**src/rtl/tapPkg.sv**
```systemverilog
package tapPkg;

  localparam int STATE_W = 4;

  typedef enum logic [STATE_W-1:0] {
    stExit2Dr   = 4'h0,
    stExit1Dr   = 4'h1,
    stShiftDr   = 4'h2,
    stPauseDr   = 4'h3,
    stSelIr     = 4'h4,
    stUpdDr     = 4'h5,
    stCapDr     = 4'h6,
    stSelDr     = 4'h7,
    stExit2Ir   = 4'h8,
    stExit1Ir   = 4'h9,
    stShiftIr   = 4'hA,
    stPauseIr   = 4'hB,
    stRunIdle   = 4'hC,
    stUpdIr     = 4'hD,
    stCapIr     = 4'hE,
    stLogicRst  = 4'hF
  } tapState_e;

  // strobes decoded from the state for the scan chains
  typedef struct packed {
    logic idle;
    logic capDr;
    logic shDr;
    logic updDr;
    logic capIr;
    logic shIr;
    logic updIr;
  } scanStrobe_t;

  // what the control hands the pin datapath
  typedef struct packed {
    logic inReset;
    logic shiftAny;
  } ownCtl_t;

endpackage

```
**src/rtl/tapFsm.sv**
```systemverilog
module tapFsm
  import tapPkg::*;
(
  input  logic               tck,
  input  logic               rstN,
  input  logic               tms,
  output logic [STATE_W-1:0] stateOut,
  output scanStrobe_t        strobes,
  output ownCtl_t            ownCtl
);

  tapState_e stateQ, stateNext;

  always_comb begin
    stateNext = stateQ;
    unique case (stateQ)
      stLogicRst: stateNext = tms ? stLogicRst : stRunIdle;
      stRunIdle:  stateNext = tms ? stSelDr    : stRunIdle;
      stSelDr:    stateNext = tms ? stSelIr    : stCapDr;
      stCapDr:    stateNext = tms ? stExit1Dr  : stShiftDr;
      stShiftDr:  stateNext = tms ? stExit1Dr  : stShiftDr;
      stExit1Dr:  stateNext = tms ? stUpdDr    : stPauseDr;
      stPauseDr:  stateNext = tms ? stExit2Dr  : stPauseDr;
      stExit2Dr:  stateNext = tms ? stUpdDr    : stShiftDr;
      stUpdDr:    stateNext = tms ? stSelDr    : stRunIdle;
      stSelIr:    stateNext = tms ? stLogicRst : stCapIr;
      stCapIr:    stateNext = tms ? stExit1Ir  : stShiftIr;
      stShiftIr:  stateNext = tms ? stExit1Ir  : stShiftIr;
      stExit1Ir:  stateNext = tms ? stUpdIr    : stPauseIr;
      stPauseIr:  stateNext = tms ? stExit2Ir  : stPauseIr;
      stExit2Ir:  stateNext = tms ? stUpdIr    : stShiftIr;
      stUpdIr:    stateNext = tms ? stSelDr    : stRunIdle;
      default:    stateNext = stLogicRst;
    endcase
  end

  always_ff @(posedge tck or negedge rstN) begin
    if (!rstN) stateQ <= stLogicRst;
    else       stateQ <= stateNext;
  end

  always_comb begin
    strobes.idle  = (stateQ == stRunIdle);
    strobes.capDr = (stateQ == stCapDr);
    strobes.shDr  = (stateQ == stShiftDr);
    strobes.updDr = (stateQ == stUpdDr);
    strobes.capIr = (stateQ == stCapIr);
    strobes.shIr  = (stateQ == stShiftIr);
    strobes.updIr = (stateQ == stUpdIr);
    ownCtl.inReset  = (stateQ == stLogicRst);
    ownCtl.shiftAny = strobes.shDr | strobes.shIr;
  end

  assign stateOut = stateQ;

endmodule

```
**src/rtl/pinOwner.sv**
```systemverilog
module pinOwner
  import tapPkg::*;
#(
  parameter int SHARED_PINS = 3
) (
  input  ownCtl_t              ownCtl,
  input  logic                 dedicatedMode,
  input  logic                 trstResetEn,
  input  logic                 userTrstOe,
  output logic [SHARED_PINS:0] pinSel,
  output logic                 tdoOe,
  output logic                 trstPadOe,
  output logic [1:0]           pullupEn
);

  localparam int TDO_IDX  = SHARED_PINS - 1;
  localparam int TRST_IDX = SHARED_PINS;

  logic testOwnsShared;
  assign testOwnsShared = dedicatedMode | ~ownCtl.inReset;

  for (genvar p = 0; p < SHARED_PINS; p++) begin : gSharedPin
    assign pinSel[p] = testOwnsShared;
  end

  assign pinSel[TRST_IDX] = dedicatedMode | trstResetEn;
  assign trstPadOe        = ~pinSel[TRST_IDX] & userTrstOe;
  assign tdoOe            = pinSel[TDO_IDX] & ownCtl.shiftAny;
  assign pullupEn         = {2{dedicatedMode}};

endmodule

```
**src/rtl/shared_tap_ctrl.sv**
```systemverilog
module shared_tap_ctrl
  import tapPkg::*;
#(
  parameter int SHARED_PINS = 3
) (
  input  logic                 tck,
  input  logic                 porN,
  input  logic                 tms,
  input  logic                 trstPin,
  input  logic                 dedicatedMode,
  input  logic                 trstResetEn,
  input  logic                 userTrstOe,
  output logic [STATE_W-1:0]   tapState,
  output logic [SHARED_PINS:0] pinSel,
  output logic                 tdoOe,
  output logic                 trstPadOe,
  output logic [1:0]           pullupEn,
  output logic                 runIdle,
  output logic                 captureDr,
  output logic                 shiftDr,
  output logic                 updateDr,
  output logic                 captureIr,
  output logic                 shiftIr,
  output logic                 updateIr
);

  logic        rstN;
  scanStrobe_t strobes;
  ownCtl_t     ownCtl;

  assign rstN = porN & ~(trstResetEn & ~trstPin);

  tapFsm fsm_i (
    .tck      (tck),
    .rstN     (rstN),
    .tms      (tms),
    .stateOut (tapState),
    .strobes  (strobes),
    .ownCtl   (ownCtl)
  );

  pinOwner #(.SHARED_PINS(SHARED_PINS)) own_i (
    .ownCtl        (ownCtl),
    .dedicatedMode (dedicatedMode),
    .trstResetEn   (trstResetEn),
    .userTrstOe    (userTrstOe),
    .pinSel        (pinSel),
    .tdoOe         (tdoOe),
    .trstPadOe     (trstPadOe),
    .pullupEn      (pullupEn)
  );

  assign runIdle   = strobes.idle;
  assign captureDr = strobes.capDr;
  assign shiftDr   = strobes.shDr;
  assign updateDr  = strobes.updDr;
  assign captureIr = strobes.capIr;
  assign shiftIr   = strobes.shIr;
  assign updateIr  = strobes.updIr;

endmodule

```
**config.mk**
```make
export PLATFORM = sky130hd
export DESIGN_NAME = shared_tap_ctrl
export DESIGN_NICKNAME = d
export VERILOG_FILES = /design/src/rtl/tapPkg.sv /design/src/rtl/tapFsm.sv /design/src/rtl/pinOwner.sv /design/src/rtl/shared_tap_ctrl.sv
export SDC_FILE = /design/constraint.sdc
export NUM_CORES = 1
export LEC_CHECK = 0
export BUFFER_PORTS_ARGS = -buffer_cell sky130_fd_sc_hd__buf_2
export CORE_AREA = 2 2 39 41
export CTS_BUF_LIST = sky130_fd_sc_hd__clkbuf_2
export DETAILED_ROUTE_END_ITERATION = 10
export DIE_AREA = 0 0 41 43
export PLACE_DENSITY_LB_ADDON = 0.3
export SLEW_MARGIN = 20
export SYNTH_ARGS = -nofsm -noshare
export SYNTH_HDL_FRONTEND = slang
export SYNTH_HIERARCHICAL = 1
export SYNTH_SLANG_ARGS = --single-unit
```
**constraint.sdc**
```tcl
create_clock -name tck -period 1.4 [get_ports tck]
set_input_delay 0.28 -clock tck [delete_from_list [all_inputs] [get_ports tck]]
set_output_delay 0.28 -clock tck [all_outputs]
set_load 0.02 [all_outputs]
```
==> flow_metrics.py, run 1 <==
metrics = {
    "worst_setup_path": {
        "end_kind": "primary output",
        "crit_required_ns": 1.12,
        "path_max_fanout": 4,
        "start_kind": "flop",
        "worstPathArrival_ns": 1.32,
        "crit_type": "reg2out",
    },
    "final_layout": {
        "drive_above_1_share": 0.827,
        "areaGrowthSynthToFinish_pct": 109,
        "fin_nets": 90,
        "final_cells": 97,
        "final_cell_mix": "buf_4 (15), buf_6 (14), buf_2 (10)",
        "antennaDiodeCount": 0,
        "largest_reg_flops": 4,
        "layout_commonest_cell": "buf_4",
        "final_area_um2": 776,
    },
    "synth": {
        "avgSynthCellArea_um2": 8.05,
        "synthAdderAreaFrac": 0,
        "synth-compound-area-share": 0.145,
        "synthSimpleGateAreaFrac": 0.341,
        "ys.flop_type": "dfstp_2",
        "yosys.cell_types.count": 24,
        "syn_inst": 46,
        "synth_top_family_by_area": "simple AND/OR/NAND/NOR gates",
        "ys_seq_area_frac": 0.284,
        "synthXorXnorAreaFrac": 0,
        "synth_area_um2": 370,
        "syn_nets": 53,
        "ys_ff_latch": 4,
        "async_reset_ff_frac": 1.00,
        "synthMuxAreaShare": 0.0304,
        "yosysWarnings": 6,
        "synth_edf_count": 0,
    },
    "clock_tree": {
        "clock_path_buffers": 2,
        "cts_sinks": 4,
        "clkTransAtPathRegs_ns": 0.05,
        "h-tree-depth": 1,
        "cts_buffers": 3,
        "cts-root-buf": "clkbuf_2",
        "clkLatencyLatePin_ns": 0.21,
        "tritoncts": "yes",
        "hold_buffers": 0,
    },
    "timing": {
        "fin_crit_sh": 1.14,
        "hold_viol_final": 0,
        "grt_setup_unrepaired": "true",
        "setup_tns_ns": -1.53,
        "tightestPinTransition_ns": 0.400,
        "maxSlewViolCount": 0,
        "max_freq_mhz": 625,
        "setup_viol": 12,
        "timing.hold.ws_ns": 0.308,
        "maxSlewHeadroom": 0.733,
        "fin_skew_ns": 0.00560,
        "min_period_ns": 1.60,
        "setup_slack_ns": -0.201,
    },
    "placement": {
        "placed_area_um2": 613,
        "placed_cells": 90,
        "gp_congestion": 0.668,
        "place_ws_ns": -0.00620,
        "io_buffer_count": 25,
        "hpwl_um": 836,
    },
    "route": {
        "drt_wl_total_um": 1150,
        "drc": 0,
        "drt_iter0_markers": 5,
        "viasPerCell": 4.62,
        "avgRoutedWirePerCell_um": 11.8,
        "via_count": 448,
        "ant_nets": 0,
        "drt_pass1_iterations": 4,
    },
    "global_route": {
        "use_met3": 0.0314,
        "met2_usage": 0.247,
        "antenna_found_initial": 0,
        "track_usage": 0.144,
        "grt_pass1_wl_um": 1730,
        "grt_pass1_vias": 417,
        "top_usage_layer": "met2",
        "gr-total-overflow": 0,
        "gr-usage-met1": 0.158,
        "grt_max_degree": 10,
    },
    "status": {
        "violations": "setup timing",
        "status": "finished with violations",
    },
    "power": {
        "clkPwrFrac": 0.057,
        "p_leak_nw": 0.383,
        "peakVddDrop_mv": 1.19,
        "seq_power_share": 0.172,
        "powerDensity_nw_per_um2": 2410,
        "comb_power_share": 0.771,
        "p_int_w": 0.00103,
        "p_sw_w": 0.000832,
        "p_sw_frac": 0.446,
    },
    "flow_run": {
        "drv_cap": 0,
    },
    "floorplan": {
        "dieArea_um2": 1760,
        "ios": 26,
        "core_region_area_um2": 1380,
        "rows": 14,
        "die_w_um": 41,
        "start_util": 0.268,
        "die_y_um": 43,
    },
    "worst_hold_path": {
        "hp-class": "in2reg",
    },
}
[synth_stat cells (2+ instances only)]
cell type / count / area (um^2)
buf_4: 5 / 37.5
dfstp_2: 4 / 105
inv_1: 4 / 15.0
nand2_1: 4 / 15.0
nor2_1: 4 / 15.0
nor3_1: 3 / 15.0
a21oi_1: 2 / 10.0
and2_1: 2 / 12.5
buf_2: 2 / 10.0
o21ai_0: 2 / 10.0
[power groups by stage]
stage          Combinational [W]  Sequential [W]  Clock, W
2_1_floorplan           0.000721        0.000356         0
3_3_place_gp             0.00108        0.000306         0
3_5_place_dp             0.00108        0.000314         0
4_1_cts                  0.00129        0.000316  0.000113
5_1_grt                  0.00153        0.000331  0.000122
6_report                 0.00144        0.000322  0.000107
[final timing paths]
kind / start / end / slack (ns) / depth (start not counted)
setup / recovery: fsm_i/stateOut[2]$_DFF_PN1_ / tdoOe / -0.20 / 5
hold / removal: tms / fsm_i/stateOut[0]$_DFF_PN1_ / 0.31 / 2
setup reg to reg: fsm_i/stateOut[2]$_DFF_PN1_ / fsm_i/stateOut[1]$_DFF_PN1_ / -0.01 / 4
hold reg to reg: fsm_i/stateOut[2]$_DFF_PN1_ / fsm_i/stateOut[2]$_DFF_PN1_ / 0.71 / 3
max in group asynchronous: trstPin / fsm_i/stateOut[3]$_DFF_PN1_ / 0.97 / 3
min in group asynchronous: trstResetEn / fsm_i/stateOut[2]$_DFF_PN1_ / 0.37 / 2
[routing by layer]
layer  vias up  part of all wire
li1        218                 -
met1       207              0.37
met2        23              0.55
met3         0             0.086
met4         0                 0
met5         -                 0
[critical path, cell delays in order (launching register included)]
cell and delay (ns):
dfstp_2 0.57, nand2_4 0.09, nor2_4 0.13, nand2b_4 0.07, and2_4 0.14, buf_6 0.12
[cell type report]
cell class                      count  area, um^2
Fill cell                         127         608
Timing Repair Buffer               40         335
Multi-Input combinational cell     30         285
Sequential cell                     4         105
Tap cell                           16        20.0
Clock buffer                        3        15.0
Inverter                            4        15.0
[cell families after synthesis]
kind of cell / Yosys count
compound gates: 8
mux: 1
flops: 4
buf+inv: 12
simple gates: 21
[through the flow]
| stage | total power (W) | util |
|---|---|---|
| 5_1_grt | 0.00198 | 0.561 |
| 6_report | 0.00187 | 0.561 |
| 3_3_place_gp | 0.00138 | 0.443 |
| 4_1_cts | 0.00172 | 0.514 |
| 3_5_place_dp | 0.00140 | 0.443 |
| 2_1_floorplan | 0.00108 | - |
[what timing repair did]
item | in CTS | in global routing
pin swaps | 4 | 1
gates resized for setup | 20 | 16
setup endpoints to repair | 14 | 16
setup buffers | 3 | 1
gates cloned | 0 | 0
(Power assumes the default switching activity.)
==> inputs of run 2 (changes only) <==
REMOVE_ABC_BUFFERS = 1   (was default)
SLEW_MARGIN = default   (was 20)
==> run 2 against run 1 <==
The run still ends with setup timing left. Largest power group unchanged. Setup slack improved by 0.021 ns. Critical endpoint unchanged. Critical path depth unchanged. Final area is 9.7% lower. Total power is 13% lower. Utilization shrank 5.4 points. Register-to-register slack barely moved. Largest cell class unchanged. Clock skew decreased by 0.0040 ns.
==> flow_metrics.py, run 2 (synthesized netlist as in run 1, its figures left out) <==
metrics = {
    "status": {
        "status": "finished with violations",
        "violations": "setup timing",
    },
    "timing": {
        "tightestPinTransition_ns": 0.380,
        "maxSlewHeadroom": 0.746,
        "min_period_ns": 1.58,
        "setup_slack_ns": -0.180,
        "setup_viol": 11,
        "fin_crit_sh": 1.13,
        "hold_viol_final": 0,
        "maxSlewViolCount": 0,
        "max_freq_mhz": 633,
        "fin_skew_ns": 0.00160,
        "grt_setup_unrepaired": "true",
    },
    "final_layout": {
        "antennaDiodeCount": 0,
        "final_cell_mix": "buf_6 (12), buf_4 (12), buf_2 (12)",
        "drive_above_1_share": 0.792,
        "fin_nets": 86,
        "final_cells": 93,
        "largest_reg_flops": 4,
        "areaGrowthSynthToFinish_pct": 89.2,
    },
    "worst_setup_path": {
        "start_kind": "flop",
        "cp_cell_sequence": "nand2_2, nor2_4, nand2b_4, and2_4, buf_6",
        "crit-reg2reg-launch": "fsm_i/stateOut[2]$_DFF_PN1_",
        "r2r-end": "fsm_i/stateOut[1]$_DFF_PN1_",
        "worstPathArrival_ns": 1.30,
        "path_max_fanout": 4,
        "setup.worst_path.end": "tdoOe",
        "crit_required_ns": 1.12,
        "crit_type": "reg2out",
        "r2r_cells": 4,
        "max_stage_delay_ns": 0.59,
        "crit_slowest_cell": "dfstp_2",
        "crit_start": "fsm_i/stateOut[1]$_DFF_PN1_",
        "end_kind": "primary output",
        "worst-r2r-setup-slack_ns": 0,
    },
    "worst_hold_path": {
        "hp-class": "in2async",
    },
    "placement": {
        "hpwl_um": 717,
        "place_ws_ns": -0.0187,
        "io_buffer_count": 25,
        "gp_congestion": 0.666,
        "placed_cells": 87,
    },
    "power": {
        "p_int_w": 0.000883,
        "seq_power_share": 0.188,
        "p_sw_w": 0.000749,
        "comb_power_share": 0.752,
        "peakVddDrop_mv": 0.887,
        "p_leak_nw": 0.347,
        "clkPwrFrac": 0.059,
        "p_sw_frac": 0.459,
        "fin_total_pwr_w": 0.00163,
        "powerDensity_nw_per_um2": 2330,
    },
    "global_route": {
        "grt_pass1_wl_um": 1430,
        "track_usage": 0.123,
        "gr-total-overflow": 0,
        "grt_pass1_vias": 336,
        "antenna_found_initial": 0,
        "grt_max_degree": 10,
    },
    "clock_tree": {
        "clkLatencyLatePin_ns": 0.19,
        "clock_path_buffers": 2,
        "cts_buffers": 3,
        "clkTransAtPathRegs_ns": 0.04,
        "cts-root-buf": "clkbuf_2",
        "h-tree-depth": 1,
        "cts_sinks": 4,
        "tritoncts": "yes",
        "hold_buffers": 0,
    },
    "floorplan": {
        "rows": 14,
        "dieArea_um2": 1760,
        "ios": 26,
        "core_region_area_um2": 1380,
        "die_w_um": 41,
        "die_y_um": 43,
        "start_util": 0.268,
    },
    "route": {
        "ant_nets": 0,
        "drt_wl_total_um": 1130,
        "drt_iter0_markers": 3,
        "via_count": 417,
        "drc": 0,
        "avgRoutedWirePerCell_um": 12.1,
        "viasPerCell": 4.48,
        "drt_pass1_iterations": 3,
    },
    "flow_run": {
        "drv_cap": 0,
    },
}
==> run 2: changes by cell type in the layout (fill, tap and decap cells not counted), sizes merged <==
cell / delta
buf: -4
==> run 2: worst max-delay path: cells and delay by family (launching register included) <==
kind / cells / cell delay, ns
flops: 1 / 0.59
simple gates: 4 / 0.39
buf+inv: 1 / 0.12
==> run 2: per-stage QoR <==
stage          hold slack (ns)  setup TNS, ns  utilization  instance area, um^2
3_5_place_dp             0.573        -0.0315        0.373                  517
2_1_floorplan            0.383          -1.27            -                  312
4_1_cts                  0.356          -1.46        0.446                  617
3_3_place_gp             0.560       -0.00391        0.373                  517
5_1_grt                  0.363          -2.23        0.506                  701
6_report                 0.373          -1.44        0.506                  701
==> run 2: worst min path at each step <==
stage / from / to
4_1_cts: tms / fsm_i/stateOut[0]$_DFF_PN1_
3_5_place_dp: tms / fsm_i/stateOut[0]$_DFF_PN1_
3_3_place_gp: tms / fsm_i/stateOut[0]$_DFF_PN1_
6_report: porN / fsm_i/stateOut[2]$_DFF_PN1_
5_1_grt: tms / fsm_i/stateOut[0]$_DFF_PN1_
2_1_floorplan: tms / fsm_i/stateOut[0]$_DFF_PN1_
==> run 2: final cells by class <==
type	instances	area (um^2)
fillers	145	683
well taps	16	20.0
repair buffers	36	285
clock buffers	3	15.0
flip-flops and latches	4	105
inverters	4	15.0
multi-input cells	30	260
==> run 2: power by group through the flow <==
stage / logic [W] / registers, W / clock network [W]
after floorplan: 0.000348 / 0.000399 / 0
after global placement: 0.000842 / 0.000265 / 0
after detailed placement: 0.000842 / 0.000267 / 0
after CTS: 0.00101 / 0.000274 / 0.000106
after global routing: 0.00132 / 0.000316 / 0.000118
final: 0.00123 / 0.000307 / 0.0000971
==> run 2: per-layer routing <==
layer / wire length, um / vias to the layer above / GRT usage
met2: 669 / 13 / 0.184
met1: 410 / 193 / 0.147
li1: - / 211 / -
met5: 0 / - / 0
met3: 48 / 0 / 0.0471
met4: 0 / 0 / 0.0600
==> run 2: timing repair <==
item | CTS | global route
buffers inserted | 1 | 2
gates resized for setup | 24 | 18
pin swaps | 6 | 3
setup endpoints to repair | 11 | 13
==> inputs of run 3 (changes only) <==
PLACE_DENSITY = 0.69   (was default)
PLACE_DENSITY_LB_ADDON = default   (was 0.3)
==> run 3 against run 2 <==
The flow still finishes with violations (setup timing). Clock-buffer cell count did not move. Sequential power fell by 5%. Total power fell by 4.4%. Die area did not move. First-iteration DRC count rose by 33%. Non-clock buffer count did not move. Combinational power fell by 5%. Highest routed layer unchanged.
==> flow_metrics.py, run 3 (synthesized netlist as in run 1, its figures left out) <==
metrics = {
    "status": {
        "status": "finished with violations",
        "violations": "setup timing",
    },
    "worst_setup_path": {
        "critical_path_buf_inv_count": 2,
        "crit_slowest_cell": "dfstp_2",
        "worstPathArrival_ns": 1.29,
        "crit_required_ns": 1.12,
        "start_kind": "flop",
        "end_kind": "primary output",
        "cp_cell_sequence": "nand2_4, buf_6, nor3b_2, buf_4",
        "crit_type": "reg2out",
        "path_delay_family": "flip-flops",
        "path_max_fanout": 4,
        "max_stage_delay_ns": 0.56,
    },
    "placement": {
        "gp_congestion": 0.716,
        "placed_cells": 89,
        "hpwl_um": 786,
        "io_buffer_count": 25,
    },
    "global_route": {
        "grt_pass1_vias": 421,
        "gr-total-overflow": 0,
        "grt_max_degree": 10,
        "grt_pass1_wl_um": 1730,
        "track_usage": 0.149,
        "antenna_found_initial": 0,
    },
    "final_layout": {
        "areaGrowthSynthToFinish_pct": 79.7,
        "antennaDiodeCount": 0,
        "fin_nets": 86,
        "layout_commonest_cell": "buf_4",
        "final_cells": 93,
        "largest_reg_flops": 4,
        "final_cell_mix": "buf_4 (15), buf_2 (13), buf_6 (8)",
        "fill_cells": 148,
        "drive_above_1_share": 0.766,
    },
    "timing": {
        "setup_viol": 13,
        "grt_setup_unrepaired": "true",
        "hold_viol_final": 0,
        "tightestPinTransition_ns": 0.397,
        "maxSlewViolCount": 0,
        "max_freq_mhz": 637,
        "min_period_ns": 1.57,
        "fin_skew_ns": 0.00103,
        "setup_slack_ns": -0.171,
        "maxSlewHeadroom": 0.735,
        "fin_crit_sh": 1.12,
        "timing.hold.ws_ns": 0.336,
    },
    "power": {
        "p_sw_w": 0.000719,
        "peakVddDrop_mv": 0.790,
        "p_sw_frac": 0.461,
        "seq_power_share": 0.187,
        "clkPwrFrac": 0.065,
        "p_int_w": 0.000842,
        "p_leak_nw": 0.336,
        "powerDensity_nw_per_um2": 2340,
        "comb_power_share": 0.748,
        "fin_total_pwr_w": 0.00156,
    },
    "worst_hold_path": {
        "hp-class": "in2reg",
    },
    "floorplan": {
        "die_w_um": 41,
        "start_util": 0.268,
        "core_region_area_um2": 1380,
        "ios": 26,
        "die_y_um": 43,
        "rows": 14,
        "dieArea_um2": 1760,
    },
    "clock_tree": {
        "cts_buffers": 3,
        "clock_path_buffers": 2,
        "clkLatencyLatePin_ns": 0.20,
        "clkTransAtPathRegs_ns": 0.04,
        "cts-root-buf": "clkbuf_2",
        "cts_sinks": 4,
        "tritoncts": "yes",
        "hold_buffers": 0,
        "h-tree-depth": 1,
    },
    "route": {
        "avgRoutedWirePerCell_um": 11.9,
        "drt_pass1_iterations": 3,
        "via_count": 411,
        "ant_nets": 0,
        "drc": 0,
        "viasPerCell": 4.42,
        "drt_wl_total_um": 1110,
        "drt_iter0_markers": 4,
    },
    "flow_run": {
        "drv_cap": 0,
    },
}
## run 3: worst register-to-register path: stages (launching register included)
cell	delay [ns]
dfstp_2	0.56
buf_4	0.14
or3b_1	0.38
a21oi_2	0.16
a211o_2	0.12
## run 3: power groups by stage
stage	logic (W)	registers [W]	clock network (W)
floorplan	0.000348	0.000399	0
global route	0.00126	0.000302	0.000123
finish	0.00117	0.000292	0.000101
global placement	0.000869	0.000266	0
CTS	0.00108	0.000289	0.000108
detailed placement	0.000883	0.000270	0
## run 3: routing by layer
metal	global-route usage	vias up	share of wire
li1	-	210	-
met4	0.0800	0	0
met3	0.0314	0	0.032
met5	0	-	0
met2	0.269	11	0.60
met1	0.144	190	0.37
## run 3: path summary, 6_finish.rpt
path	startpoint	to	slack, ns	cells past startpoint
setup reg to reg	fsm_i/stateOut[2]$_DFF_PN1_	fsm_i/stateOut[1]$_DFF_PN1_	-0.01	4
max in group asynchronous	trstPin	fsm_i/stateOut[0]$_DFF_PN1_	0.97	3
hold reg to reg	fsm_i/stateOut[2]$_DFF_PN1_	fsm_i/stateOut[2]$_DFF_PN1_	0.71	3
setup / recovery	fsm_i/stateOut[2]$_DFF_PN1_	updateIr	-0.17	4
min in group asynchronous	trstResetEn	fsm_i/stateOut[3]$_DFF_PN1_	0.38	2
hold / removal	tms	fsm_i/stateOut[0]$_DFF_PN1_	0.34	2
## run 3: what timing repair did
| action | in CTS | in global routing |
|---|---|---|
| gates resized for setup | 26 | 7 |
| buffers inserted | 1 | 0 |
| pin swaps | 4 | 0 |
| setup endpoints to repair | 11 | 15 |
## run 3: final cells by class
type	count	area (um^2)	share of cell area
Multi-Input combinational cell	30	243	0.365
Timing Repair Buffer	36	268	0.402
Tap cell	16	20.0	0.0301
Clock buffer	3	15.0	0.0226
Inverter	4	15.0	0.0226
Sequential cell	4	105	0.158
## run 3: metrics by stage
| step | cell area [um^2] | utilization | TNS (ns) | worst slack [ns] |
|---|---|---|---|---|
| floorplan | 312 | - | -1.27 | -0.378 |
| global placement | 532 | 0.384 | -0.0484 | -0.0213 |
| detailed placement | 532 | 0.384 | -0.143 | -0.0442 |
| CTS | 639 | 0.462 | -1.56 | -0.187 |
| global route | 666 | 0.481 | -2.50 | -0.249 |
| finish | 666 | 0.481 | -1.46 | -0.171 |
